[config.mk]
export PLATFORM = sky130hd
export DESIGN_NAME = i2c_msg_seq
export DESIGN_NICKNAME = d
export VERILOG_FILES = /design/src/rtl/i2c_seq_pkg.sv /design/src/rtl/sq_watchdog.sv /design/src/rtl/sq_rd_slot.sv /design/src/rtl/i2c_msg_seq.sv
export SDC_FILE = /design/constraint.sdc
export NUM_CORES = 1
export LEC_CHECK = 0
export BUFFER_PORTS_ARGS = -buffer_cell sky130_fd_sc_hd__buf_2
export CORE_ASPECT_RATIO = 0.6
export CORE_MARGIN = 3
export CORE_UTILIZATION = 56
export CTS_CLUSTER_DIAMETER = 100
export CTS_CLUSTER_SIZE = 28
export DETAILED_ROUTE_END_ITERATION = 10
export MAX_ROUTING_LAYER = met4
export PLACE_DENSITY_LB_ADDON = 0.15
export SETUP_SLACK_MARGIN = 0.02
export SLEW_MARGIN = 15
export SYNTH_ARGS = -nofsm -noshare
export SYNTH_HDL_FRONTEND = slang
export SYNTH_HIERARCHICAL = 1
export SYNTH_SLANG_ARGS = --single-unit
export TNS_END_PERCENT = 30
[constraint.sdc]
create_clock -name clk -period 2.9 [get_ports clk]
set_clock_uncertainty 0.2 [all_clocks]
set_input_delay 0.145 -clock clk [delete_from_list [all_inputs] [get_ports clk]]
set_output_delay 0.145 -clock clk [all_outputs]
set_load 0.005 [all_outputs]
[src/rtl/i2c_seq_pkg.sv]
package i2c_seq_pkg;
  typedef enum logic [2:0] {
    OP_START_WR  = 3'd0,
    OP_WRITE     = 3'd1,
    OP_READ_ACK  = 3'd2,
    OP_READ_NACK = 3'd3,
    OP_STOP      = 3'd4,
    OP_IACK      = 3'd5
  } cmd_op_e;

  typedef enum logic [2:0] {
    PH_DONE, PH_START, PH_WRITE, PH_READ, PH_ERROR
  } phase_e;

  typedef enum logic [2:0] {
    S_IDLE, S_NEXT, S_WAIT, S_WDATA, S_RSLOT, S_ADV
  } fsm_e;
endpackage

[src/rtl/sq_watchdog.sv]
module sq_watchdog #(
  parameter int TMO_W = 20
) (
  input  logic             clk,
  input  logic             rst,
  input  logic             arm,
  input  logic             run,
  input  logic [TMO_W-1:0] limit,
  output logic             fire
);
  logic [TMO_W-1:0] cnt;

  always_ff @(posedge clk) begin
    if (rst || arm) begin
      cnt  <= '0;
      fire <= 1'b0;
    end else begin
      fire <= 1'b0;
      if (run) begin
        cnt  <= cnt + 1'b1;
        fire <= (limit != '0) && (cnt == limit - 1'b1);
      end
    end
  end

  // expiry only follows a cycle in which a run was active
  assert_fire_needs_run_R9: assert property (@(posedge clk) disable iff (rst)
    fire |-> $past(run));
endmodule

[src/rtl/sq_rd_slot.sv]
module sq_rd_slot (
  input  logic       clk,
  input  logic       rst,
  input  logic       load,
  input  logic [7:0] din,
  output logic [7:0] rdata,
  output logic       rvalid,
  input  logic       rready
);
  always_ff @(posedge clk) begin
    if (rst) begin
      rvalid <= 1'b0;
      rdata  <= '0;
    end else if (load) begin
      rvalid <= 1'b1;
      rdata  <= din;
    end else if (rready) begin
      rvalid <= 1'b0;
    end
  end

  // a held byte is never overwritten and stays put under backpressure
  assert_no_overrun_R4: assert property (@(posedge clk) disable iff (rst)
    load |-> !rvalid);
  assert_hold_stable_R4: assert property (@(posedge clk) disable iff (rst)
    (rvalid && !rready && !load) |=> (rvalid && $stable(rdata)));
endmodule

[src/rtl/i2c_msg_seq.sv]
module i2c_msg_seq
  import i2c_seq_pkg::*;
#(
  parameter int IDX_W = 4,
  parameter int LEN_W = 8,
  parameter int TMO_W = 20
) (
  input  logic             clk,
  input  logic             rst,
  input  logic             go,
  input  logic [IDX_W:0]   msg_count,
  input  logic [TMO_W-1:0] timeout_cycles,
  output logic [IDX_W-1:0] desc_idx,
  input  logic [6:0]       desc_addr,
  input  logic             desc_rd,
  input  logic [LEN_W-1:0] desc_len,
  input  logic             desc_nostart,
  input  logic [7:0]       wdata,
  input  logic             wvalid,
  output logic             wready,
  output logic [7:0]       rdata,
  output logic             rvalid,
  input  logic             rready,
  output logic             cmd_valid,
  output logic [2:0]       cmd_op,
  output logic [7:0]       cmd_byte,
  input  logic             cpl_valid,
  input  logic             cpl_nack,
  input  logic             cpl_arblost,
  input  logic [7:0]       cpl_rdata,
  output logic             busy,
  output logic             done,
  output logic             error,
  output logic             timeout
);
  localparam logic [IDX_W:0] ONE_IDX = {{IDX_W{1'b0}}, 1'b1};

  fsm_e             st;
  phase_e           ph;
  logic [IDX_W-1:0] idx;
  logic [LEN_W-1:0] pos;
  logic             first;
  cmd_op_e          op_q;
  logic             wd_fire;
  logic             rd_load;
  logic [LEN_W-1:0] pos_after;
  logic             last_msg;
  phase_e           data_ph;

  assign desc_idx  = idx;
  assign cmd_op    = op_q;
  assign busy      = (st != S_IDLE);
  assign wready    = (st == S_WDATA);
  assign pos_after = (ph == PH_READ) ? pos + 1'b1 : pos;
  assign last_msg  = (({1'b0, idx} + ONE_IDX) == msg_count);
  assign data_ph   = desc_rd ? PH_READ : PH_WRITE;
  assign rd_load   = (st == S_WAIT) && cpl_valid && (ph == PH_READ) && !cpl_arblost;

  sq_watchdog #(.TMO_W(TMO_W)) u_wd (
    .clk   (clk),
    .rst   (rst),
    .arm   (st == S_IDLE && go),
    .run   (busy),
    .limit (timeout_cycles),
    .fire  (wd_fire)
  );

  sq_rd_slot u_slot (
    .clk    (clk),
    .rst    (rst),
    .load   (rd_load),
    .din    (cpl_rdata),
    .rdata  (rdata),
    .rvalid (rvalid),
    .rready (rready)
  );

  always_ff @(posedge clk) begin
    if (rst) begin
      st        <= S_IDLE;
      ph        <= PH_DONE;
      idx       <= '0;
      pos       <= '0;
      first     <= 1'b0;
      op_q      <= OP_IACK;
      cmd_valid <= 1'b0;
      cmd_byte  <= '0;
      done      <= 1'b0;
      error     <= 1'b0;
      timeout   <= 1'b0;
    end else begin
      cmd_valid <= 1'b0;
      done      <= 1'b0;
      error     <= 1'b0;
      timeout   <= 1'b0;
      if (wd_fire && st != S_IDLE) begin
        cmd_valid <= 1'b1;
        op_q      <= OP_STOP;
        timeout   <= 1'b1;
        st        <= S_IDLE;
      end else begin
        unique case (st)
          S_IDLE: if (go) begin
            idx   <= '0;
            pos   <= '0;
            first <= 1'b1;
            if (msg_count == '0) done <= 1'b1;
            else                 st   <= S_NEXT;
          end
          S_NEXT: begin
            pos <= '0;
            if (first || !desc_nostart) begin
              cmd_valid <= 1'b1;
              op_q      <= OP_START_WR;
              cmd_byte  <= {desc_addr, desc_rd};
              ph        <= PH_START;
              first     <= 1'b0;
              st        <= S_WAIT;
            end else if (desc_len == '0) begin
              st <= S_ADV;
            end else begin
              ph <= data_ph;
              st <= desc_rd ? S_RSLOT : S_WDATA;
            end
          end
          S_WAIT: if (cpl_valid) begin
            if (ph == PH_DONE || ph == PH_ERROR) begin
              cmd_valid <= 1'b1;
              op_q      <= OP_IACK;
              done      <= (ph == PH_DONE);
              error     <= (ph == PH_ERROR);
              st        <= S_IDLE;
            end else if (cpl_arblost || (ph != PH_READ && cpl_nack)) begin
              cmd_valid <= 1'b1;
              op_q      <= OP_STOP;
              ph        <= PH_ERROR;
            end else begin
              pos <= pos_after;
              ph  <= data_ph;
              if (pos_after == desc_len) st <= S_ADV;
              else                       st <= desc_rd ? S_RSLOT : S_WDATA;
            end
          end
          S_ADV: begin
            if (last_msg) begin
              cmd_valid <= 1'b1;
              op_q      <= OP_STOP;
              ph        <= PH_DONE;
              st        <= S_WAIT;
            end else begin
              idx <= idx + 1'b1;
              st  <= S_NEXT;
            end
          end
          S_WDATA: if (wvalid) begin
            cmd_valid <= 1'b1;
            op_q      <= OP_WRITE;
            cmd_byte  <= wdata;
            pos       <= pos + 1'b1;
            st        <= S_WAIT;
          end
          S_RSLOT: if (!rvalid) begin
            cmd_valid <= 1'b1;
            op_q      <= (pos == desc_len - 1'b1) ? OP_READ_NACK : OP_READ_ACK;
            st        <= S_WAIT;
          end
          default: st <= S_IDLE;
        endcase
      end
    end
  end

  // an accepted write beat becomes a write command carrying that byte
  assert_wr_from_beat_R3: assert property (@(posedge clk) disable iff (rst)
    (wvalid && wready) |=> (cmd_valid && cmd_op == OP_WRITE && cmd_byte == $past(wdata)));
  // no read request while the output slot holds a byte
  assert_rd_needs_room_R4: assert property (@(posedge clk) disable iff (rst)
    (cmd_valid && (cmd_op == OP_READ_ACK || cmd_op == OP_READ_NACK)) |-> !rvalid);
  // a clean or failed end coincides with the interrupt acknowledge
  assert_end_with_iack_R6: assert property (@(posedge clk) disable iff (rst)
    (done && busy == 1'b0 && $past(busy)) |-> (cmd_valid && cmd_op == OP_IACK));
  assert_err_with_iack_R7: assert property (@(posedge clk) disable iff (rst)
    error |-> (cmd_valid && cmd_op == OP_IACK && !done));
  // arbitration loss is answered by a stop in the next cycle
  assert_arb_stop_R8: assert property (@(posedge clk) disable iff (rst)
    (cpl_valid && cpl_arblost && st == S_WAIT && ph != PH_DONE && ph != PH_ERROR && !wd_fire)
      |=> (cmd_valid && cmd_op == OP_STOP));
  // a timeout pulse always carries a stop and leaves the block idle
  assert_tmo_stop_R9: assert property (@(posedge clk) disable iff (rst)
    timeout |-> (cmd_valid && cmd_op == OP_STOP && !busy));
endmodule

### Word level (Yosys, flattened, before mapping)

Cells that the tools add are included.

| storage, ports and cells | value |
|---|---|
| bits in registers | 64 |
| input port bits | 66 |
| output and inout bits | 30 |
| logic and storage cells | 160 |

| operators by class | value |
|---|---|
| $add $sub $neg | 6 |
| equal/unequal tests | 31 |
| mux-type cells | 64 |
| bitwise gates (word level) | 5 |
| reduce and logical (&&, ||, !) cells | 38 |

Operators with widths:

| kind | number |
|---|---|
| two-way mux 3 bit | 24 |
| two-way mux 8 bit | 8 |
| case mux 8 bit (4 select lines) | 1 |
| AND reduction 7 bit | 3 |
| adder 20 x 1 -> 20 bit (second input constant) | 1 |
| equality test 20 bit | 1 |
| two-way mux 1 bit | 20 |
| inequality test 2 bit (second input constant) | 10 |
| nonzero test 20 bit | 1 |
| subtractor 20 x 1 -> 20 bit (second input constant) | 1 |
| case mux 3 bit (6 select lines) | 1 |
| equality test 8 bit | 2 |
| case mux 8 bit (2 select lines) | 1 |
| inequality test 3 bit (second input constant) | 5 |
| case mux 3 bit (5 select lines) | 1 |
| AND reduction 4 bit | 3 |
| AND reduction 6 bit | 2 |
| equality test 3 x 2 -> 1 bit (second input constant) | 3 |
| equality test 3 bit (second input constant) | 3 |
| inequality test 3 x 2 -> 1 bit (second input constant) | 3 |
| case mux 3 bit (3 select lines) | 1 |
| adder 8 x 1 -> 8 bit (second input constant) | 1 |
| zero test 8 bit | 1 |
| two-way mux 4 bit | 2 |
| 24 further kinds | 45 |

### Logic depth before layout (Yosys ltp)

Gate-level depths: netlist of run 1.

| depth | value |
|---|---|
| word-level depth | 8 |
| mapped depth | 10 |
| gate-level depth less buffers | 9 |

### By module

Netlist of run 1, hierarchy kept.

By module, submodules not included:

| module | instances | cells each | area each (µm²) | sequential area each (µm²) |
|---|---|---|---|---|
| i2c_msg_seq | 1 | 356 | 2577.5 | 680.7 |
| sq_watchdog | 1 | 198 | 1592.8 | 420.4 |
| sq_rd_slot | 1 | 30 | 321.6 | 180.2 |

### Least setup slack after synthesis of run 1

No wires, ideal clock.

| timing | value |
|---|---|
| kind | register to register |
| start point | reg st[1] |
| end point | reg u_wd.cnt[19] |
| setup time | 0.071 ns |
| data arrival time | 2.242 ns |
| data required time | 2.629 ns |
| setup slack | 0.388 ns |
| cell stages (with the launch flop) | 10 |
| path buffers | 2 |
| period minus slack after synthesis | 2.512 ns |
| path through | dfxtp_1 -> clkbuf_1 -> nor3_2 -> inv_1 -> clkbuf_1 -> nand4_1 -> nor3_1 -> nand3_1 -> or3_1 -> a21oi_1 |

| on the way | value |
|---|---|
| elaborated cells on any way between the ends | 4 |
| those cells by class | 4 x reduce/logical |

RTL lines:

| element | line | RTL |
|---|---|---|
| start, declared | i2c_msg_seq.sv:38 | `fsm_e st;` |
| start signal, assigned | i2c_msg_seq.sv:123 | `st <= desc_rd ? S_RSLOT : S_WDATA;` |
| start signal, assigned | i2c_msg_seq.sv:141 | `else st <= desc_rd ? S_RSLOT : S_WDATA;` |
| nonzero test 3 bit | i2c_msg_seq.sv:52 | `assign busy = (st != S_IDLE);` |
| net busy | i2c_msg_seq.sv:31 | `output logic busy,` |
| end signal, assigned | sq_watchdog.sv:20 | `cnt <= cnt + 1'b1;` |
| end, declared | sq_watchdog.sv:11 | `logic [TMO_W-1:0] cnt;` |

The timed path passes the listed nets, and every way through them passes these cells.
A chain may end at the register's enable or synchronous reset.

### Final worst setup path of run 1

| timing | value |
|---|---|
| start point | reg st[1] |
| end point | reg u_wd.fire |

| on the way | value |
|---|---|
| cells in the longest elaborated chain, start to end | 4 |
| elaborated cells on any way between the ends | 6 |
| those cells by class | 1 x bitwise; 5 x reduce/logical |

RTL lines:

| element | line | RTL |
|---|---|---|
| zero test 3 bit | i2c_msg_seq.sv:62 | `.arm (st == S_IDLE && go),` |
| logical AND 1 bit | i2c_msg_seq.sv:62 |  |
| logical OR 1 bit | sq_watchdog.sv:14 | `if (rst \|\| arm) begin` |
| OR reduction 2 bit (no line) * | -- |  |
| end signal, assigned | sq_watchdog.sv:21 | `fire <= (limit != '0) && (cnt == limit - 1'b1);` |
| end, declared | sq_watchdog.sv:9 | `output logic fire` |

Every way passes the cells marked *; elsewhere a longest branch is shown, timed or not.

==> impl_metrics.csv, run 1 <==
group,metric,value,unit
sta,finalSetupViolCount,0,
synthesis,synth_cells,584,
floorplanning,die_area,0.00917,mm^2
hold_path,hold_depth,5,
clocking,cts_resized,0,
floorplanning,start_util,59.8,%
drt,drc_errors,0,
drt,wl,14100,um
synthesis,ys_types,70,
clocking,clk_path_buf_depth,2,
drt,routedWlPerCell,17.7,um
clocking,cts_tree,"built",
place,port_buffers,95,
layout,final_cells,801,
sta,hold_viol,0,
sta,fin_setup_tns,0,ns
clocking,numCtsBuffers,9,
synthesis,synth-edff-count,0,
sta,rsz0062_at_grt,"no",
clocking,clockRootBuffer,"clkbuf_16",
power,vdd_drop_max,0.000381,V
outcome,status,"finished clean",
critical_path,cp-start-kind,"register",
hold_path,hold_class,"input port to register",
layout,final_layout_size_suffix_gt1_share,21.0,%
hold_path,hp-start,"desc_addr[5]",
floorplanning,placementRows,24,
clocking,path_clk_slew,0.06,ns
global_route,grt_usage,31.5,%
clocking,cts.sinks,64,
synthesis,synth-seq-cells,64,
critical_path,regToRegSetupSlack,0.14,ns
clocking,cts_htree_levels,3,
synthesis,synthesis.nets,656,
place,routabilityCongestion,0.969,
global_route,grt_overflow,0,
synthesis,synth_area,0.00449,mm^2
drt,drtIter0Drc,700,
global_route,grt_max_degree,39,
synthesis,async_flop_share,0,%
clocking,worstSkewPairLatency,0.34,ns
synthesis,synth_area_leader_cell,"dfxtp_1",
place,dp.cells,768,
critical_path,crit_arrival,2.81,ns
drt,vias_per_cell,6.14,
global_route,grt_pass1_vias,4314,
critical_path,cp_max_fo,8,
sta,timing.final.crit_share,95.0,%
drt,dr.pass1.iters,6,
floorplanning,chipHeight,75.4,um
job,max_cap_viol_count,0,
sta,max_freq,363,MHz
sta,relSlewSlack,57.8,%
synthesis,yosysTopAreaCellShare,28.5,%
floorplanning,fp.dieW,122,um
synthesis,synth_area_leaders,"dfxtp_1 (29%), xnor2_1 (7.0%), nor2_1 (6.1%)",
layout,final_common_cell,"buf_2",
drt,routed-via-count,4919,
synthesis,synth.yosys.warnings,6,
layout,nets,763,
power,powerDensity,488,mW/mm^2
global_route,grt_pass1_wl,21800,um
synthesis,synth-main-ff-cell,"dfxtp_1",
floorplanning,io-pin-count,96,
critical_path,r2r_end,"u_wd/fire$_SDFF_PP0_",
sta,drv_slew,0,
place,preCtsSetupSlack,0.0958,ns
critical_path,crit_type,"register to register",
layout,final_cell_mix,"buf_2 (95), nor2_1 (73), dfxtp_1 (64)",
synthesis,synth-seq-area-share,28.5,%
floorplanning,coreArea,0.00751,mm^2
critical_path,cp-end-kind,"register",
sta,worstMarginPinSlew,0.631,ns
sta,final.min_clock_period,2.76,ns
critical_path,critPathRequiredTime,2.95,ns
place,hpwl,10500,um
global_route,antenna_found_initial,1,
sta,setup_ws,0.144,ns
layout,synthToLayoutAreaGrowth,24.3,%
drt,postRouteAntennaNets,0,
power,total_leakage_power,2.26,nW
critical_path,r2r_start,"st[1]$_SDFFE_PP0P_",
critical_path,worstRegToRegCells,9,
synthesis,syn_avg_cell_area,7.69,um^2
hold_path,hold_end,"cmd_byte[6]$_SDFFE_PP0P_",
## metal layers
| layer | GRT usage (%) | share of wire (%) |
|---|---|---|
| met5 | - | 0 |
| met1 | 45.1 | 46 |
| met2 | 43.0 | 40 |
| met3 | 9.64 | 13 |
| met4 | 7.58 | 1.5 |
## state kept, by name, indices dropped and copies added (netlist names)
signal         cells
cmd_byte           8
cmd_op             3
cmd_valid          1
desc_idx           4
done               1
error              1
first              1
ph                 3
pos                8
st                 3
timeout            1
u_slot/rdata       8
u_slot/rvalid      1
u_wd/cnt          20
u_wd/fire          1
## report_power, final
| part | total, mW | switching, mW | internal (mW) |
|---|---|---|---|
| Sequential | 0.935 | 0.0247 | 0.910 |
| Combinational | 0.528 | 0.316 | 0.212 |
| Clock | 1.26 | 0.420 | 0.840 |
## area by class of cell
type / count / area, um^2
diodes: 1 / 2.50
well taps: 104 / 130
clock inverters: 7 / 119
flip-flops and latches: 64 / 1280
fillers: 592 / 1920
multi-input cells: 469 / 3000
clock buffers: 9 / 225
repair buffers: 127 / 751
inverters: 20 / 75.1
## per-stage QoR
stage	hold slack (ns)	total power, mW	area (um^2)	utilization [%]
6_report	0.00614	2.72	5580	74.4
5_1_grt	0.0305	2.82	5580	74.4
4_1_cts	0.000983	2.71	5570	74.1
3_5_place_dp	0.195	1.44	5080	67.7
3_3_place_gp	0.179	1.43	5080	67.7
2_1_floorplan	0.0472	1.27	4490	-
## synth_stat cells (6+ instances only)
cell and count:
nor2_1 73, nand2b_1 6, buf_2 7, nand3_1 28, mux2i_1 17, nor3_1 22, or4_1 6, nor4_1 7
o21ai_0 25, xnor2_1 36, and3_1 12, clkbuf_1 20, o211ai_1 10, xor2_1 31, nand2_1 52, inv_1 20
dfxtp_1 64, a21oi_1 43, a31oi_1 8, ha_1 6, nand4_1 6
## worst max-delay path, stage by stage (launching register included)
cell	delay, ns
dfxtp_1	0.47
nor3_2	0.10
nand2_1	0.17
inv_1	0.10
nor2_1	0.15
nand3_1	0.09
or4_1	0.54
nor4_1	0.41
o2111ai_1	0.19
nor4_2	0.27
## worst max-delay path by stage
stage                                         from                        end  slack (ns)  cells after the start
after detailed placement  desc_idx[0]$_SDFFE_PP0P_         st[0]$_SDFFE_PP0P_         0.1                      7
after CTS                 desc_idx[0]$_SDFFE_PP0P_         st[0]$_SDFFE_PP0P_        0.08                      7
after global routing            st[1]$_SDFFE_PP0P_  u_wd/cnt[19]$_SDFFE_PP0P_        0.03                      9
after floorplan                 st[1]$_SDFFE_PP0P_  u_wd/cnt[19]$_SDFFE_PP0P_        0.39                      9
final                           st[1]$_SDFFE_PP0P_       u_wd/fire$_SDFF_PP0_        0.14                      9
after global placement    desc_idx[0]$_SDFFE_PP0P_     cmd_op[0]$_SDFFE_PP1P_        0.29                      7
## timing repair
action / CTS / global route
endpoints found under the hold margin: 14 / 0
setup buffers: 0 / 2
hold buffers: 14 / 0
endpoints found under the setup margin: 0 / 6
## kinds of logic (layout without fill, tap and decap cells)
family | count (synthesis) | after routing | share of synthesized area, %
compound gates | 131 | 131 | 19.7
other cells | 0 | 1 | 0
xor+xnor | 67 | 67 | 13.1
buf+inv | 51 | 163 | 4.82
flops | 64 | 64 | 28.5
mux | 17 | 17 | 3.79
simple gates | 247 | 247 | 28.2
fa+ha+maj | 7 | 7 | 1.89
No activity file was read; power rests on OpenSTA's default activity.
==> run 2, diff against run 1 <==
- CORE_UTILIZATION: 56 -> 50
- clock period: 2.9 -> 2.4 ns (I/O delays scaled with it)
==> run 2 against run 1 <==
  * Die area increased by 11%
  * Worst setup slack got worse by 0.025 ns
  * First-iteration DRC count down 38%
  * Clock power rose by 4%
  * Largest cell class unchanged
  * Largest power group unchanged
==> impl_metrics.csv, run 2 (synthesized netlist as in run 1, its figures left out) <==
group,metric,value,unit
drt,m1WireLength,7000,um
critical_path,crit_arrival,2.35,ns
layout,final_layout_size_suffix_gt1_share,27.3,%
clocking,cts.sinks,64,
layout,synthToLayoutAreaGrowth,33.6,%
drt,wl,14500,um
sta,timing.final.crit_share,95.0,%
layout,nFillCells,708,
critical_path,startpoint,"desc_idx[1]$_SDFFE_PP0P_",
layout,diodes,0,
layout,design_area,0.00600,mm^2
critical_path,crit_type,"register to register",
place,placed_area,0.00541,mm^2
place,port_buffers,95,
sta,relSlewSlack,62.0,%
hold_path,hp-start,"desc_addr[6]",
global_route,grt_overflow,0,
drt,drtIter0Drc,436,
clocking,cts_tree,"built",
global_route,grt_max_degree,39,
power,totalPowerFinal,3.14,mW
critical_path,slowest_stage,"dfxtp_1",
clocking,clockRootBuffer,"clkbuf_16",
critical_path,cp_top_family,"compound AO/OA/AOI/OAI gates",
drt,wl_met2,5960,um
clocking,cts_htree_levels,3,
power,vdd_drop_max,0.000401,V
sta,worstMarginPinSlew,0.556,ns
drt,postRouteAntennaNets,0,
layout,final_core_util,69.6,%
global_route,antenna_found_initial,0,
layout,largest_register_ff_count,20,
drt,dr.pass1.iters,6,
drt,vias_per_cell,5.80,
floorplanning,placementRows,26,
clocking,numCtsBuffers,9,
floorplanning,start_util,52.1,%
drt,met3_wirelength,1480,um
place,hpwl,11100,um
clocking,path_clk_slew,0.06,ns
floorplanning,die_area,0.0102,mm^2
global_route,grt_pass1_wl,23300,um
critical_path,cp-end-kind,"register",
critical_path,cp-start-kind,"register",
drt,maxUsedRoutingLayer,"met4",
drt,routedWlPerCell,17.1,um
critical_path,critPathBufInv,1,
floorplanning,coreArea,0.00862,mm^2
clocking,worstSkewPairLatency,0.34,ns
outcome,status,"finished clean",
critical_path,r2r_start,"desc_idx[1]$_SDFFE_PP0P_",
job,max_cap_viol_count,0,
clocking,clk_path_buf_depth,2,
layout,final_cell_mix,"buf_2 (95), nor2_1 (72), dfxtp_1 (61)",
drt,drc_errors,0,
sta,max_freq,439,MHz
floorplanning,fp.dieW,128,um
layout,top_register,"u_wd/cnt",
place,preCtsSetupSlack,-0.157,ns
sta,drv_slew,0,
place,routabilityCongestion,1.04,
global_route,grt_pass1_vias,4540,
sta,finalSetupViolCount,0,
layout,nets,807,
power,powerDensity,524,mW/mm^2
critical_path,path_cells,"ha_4 -> nor3b_2 -> o21ai_1 -> a2111oi_4 -> buf_6 -> o211ai_4 -> or3_1 -> a21oi_2",
critical_path,critical_path.max_stage_delay,0.38,ns
floorplanning,chipHeight,79.4,um
clocking,post_cts.repair.setup_buffers,0,
floorplanning,io-pin-count,96,
sta,setup_ws,0.120,ns
layout,final_common_cell,"buf_2",
sta,hold_viol,0,
power,total_leakage_power,2.49,nW
critical_path,cp_max_fo,10,
hold_path,hold_class,"input port to register",
critical_path,critPathRequiredTime,2.47,ns
global_route,grt_usage,29.6,%
sta,final.min_clock_period,2.28,ns
drt,routed-via-count,4944,
run 2: power by group:
part	switching, mW	internal, mW	total [mW]
combinational	0.405	0.306	0.711
clock	0.508	0.803	1.31
sequential	0.0229	1.10	1.12
run 2: what timing repair did:
| item | in CTS | in global routing |
|---|---|---|
| hold endpoints to repair | 19 | 0 |
| gates resized for setup | 5 | 18 |
| pin swaps | 1 | 7 |
| setup endpoints to repair | 3 | 19 |
| hold buffers | 21 | 0 |
run 2: worst paths after layout:
kind                                                  to  slack, ns  depth (start not counted)
worst min register to register  cmd_byte[3]$_SDFFE_PP0P_       0.30                          2
worst max register to register        ph[1]$_SDFFE_PP0P_       0.12                          8
worst max-delay path                  ph[1]$_SDFFE_PP0P_       0.12                          8
worst min-delay path            cmd_byte[7]$_SDFFE_PP0P_      0.004                          5
run 2: area by class of cell:
class | count | area (um^2) | area share [%]
clock buffer | 9 | 225 | 3.75
sequential | 64 | 1290 | 21.4
clock inverter | 7 | 71.3 | 1.19
timing repair buffer | 171 | 1110 | 18.6
inverter | 20 | 75.1 | 1.25
tap | 112 | 140 | 2.33
multi-input combinational | 469 | 3090 | 51.5
run 2: per-layer routing:
metal / track usage (%) / up-vias
met5: - / -
met4: 5.40 / 0
met3: 8.16 / 9
met2: 40.8 / 237
met1: 43.2 / 2307
li1: - / 2391
run 2: metrics by stage:
step           std cells  hold WS (ns)  setup TNS [ns]
6_report             852       0.00437               0
5_1_grt              852        0.0253        -0.00747
4_1_cts              852       0.00160               0
3_5_place_dp         815         0.169          -0.168
3_3_place_gp         815         0.153       -0.000518
2_1_floorplan        584        0.0222               0
run 2: tightest hold or removal path, stage by stage:
cell	delay, ns
buf_2	0.10
nand2_1	0.05
a21oi_1	0.06
a21oi_1	0.12
nor2_1	0.05
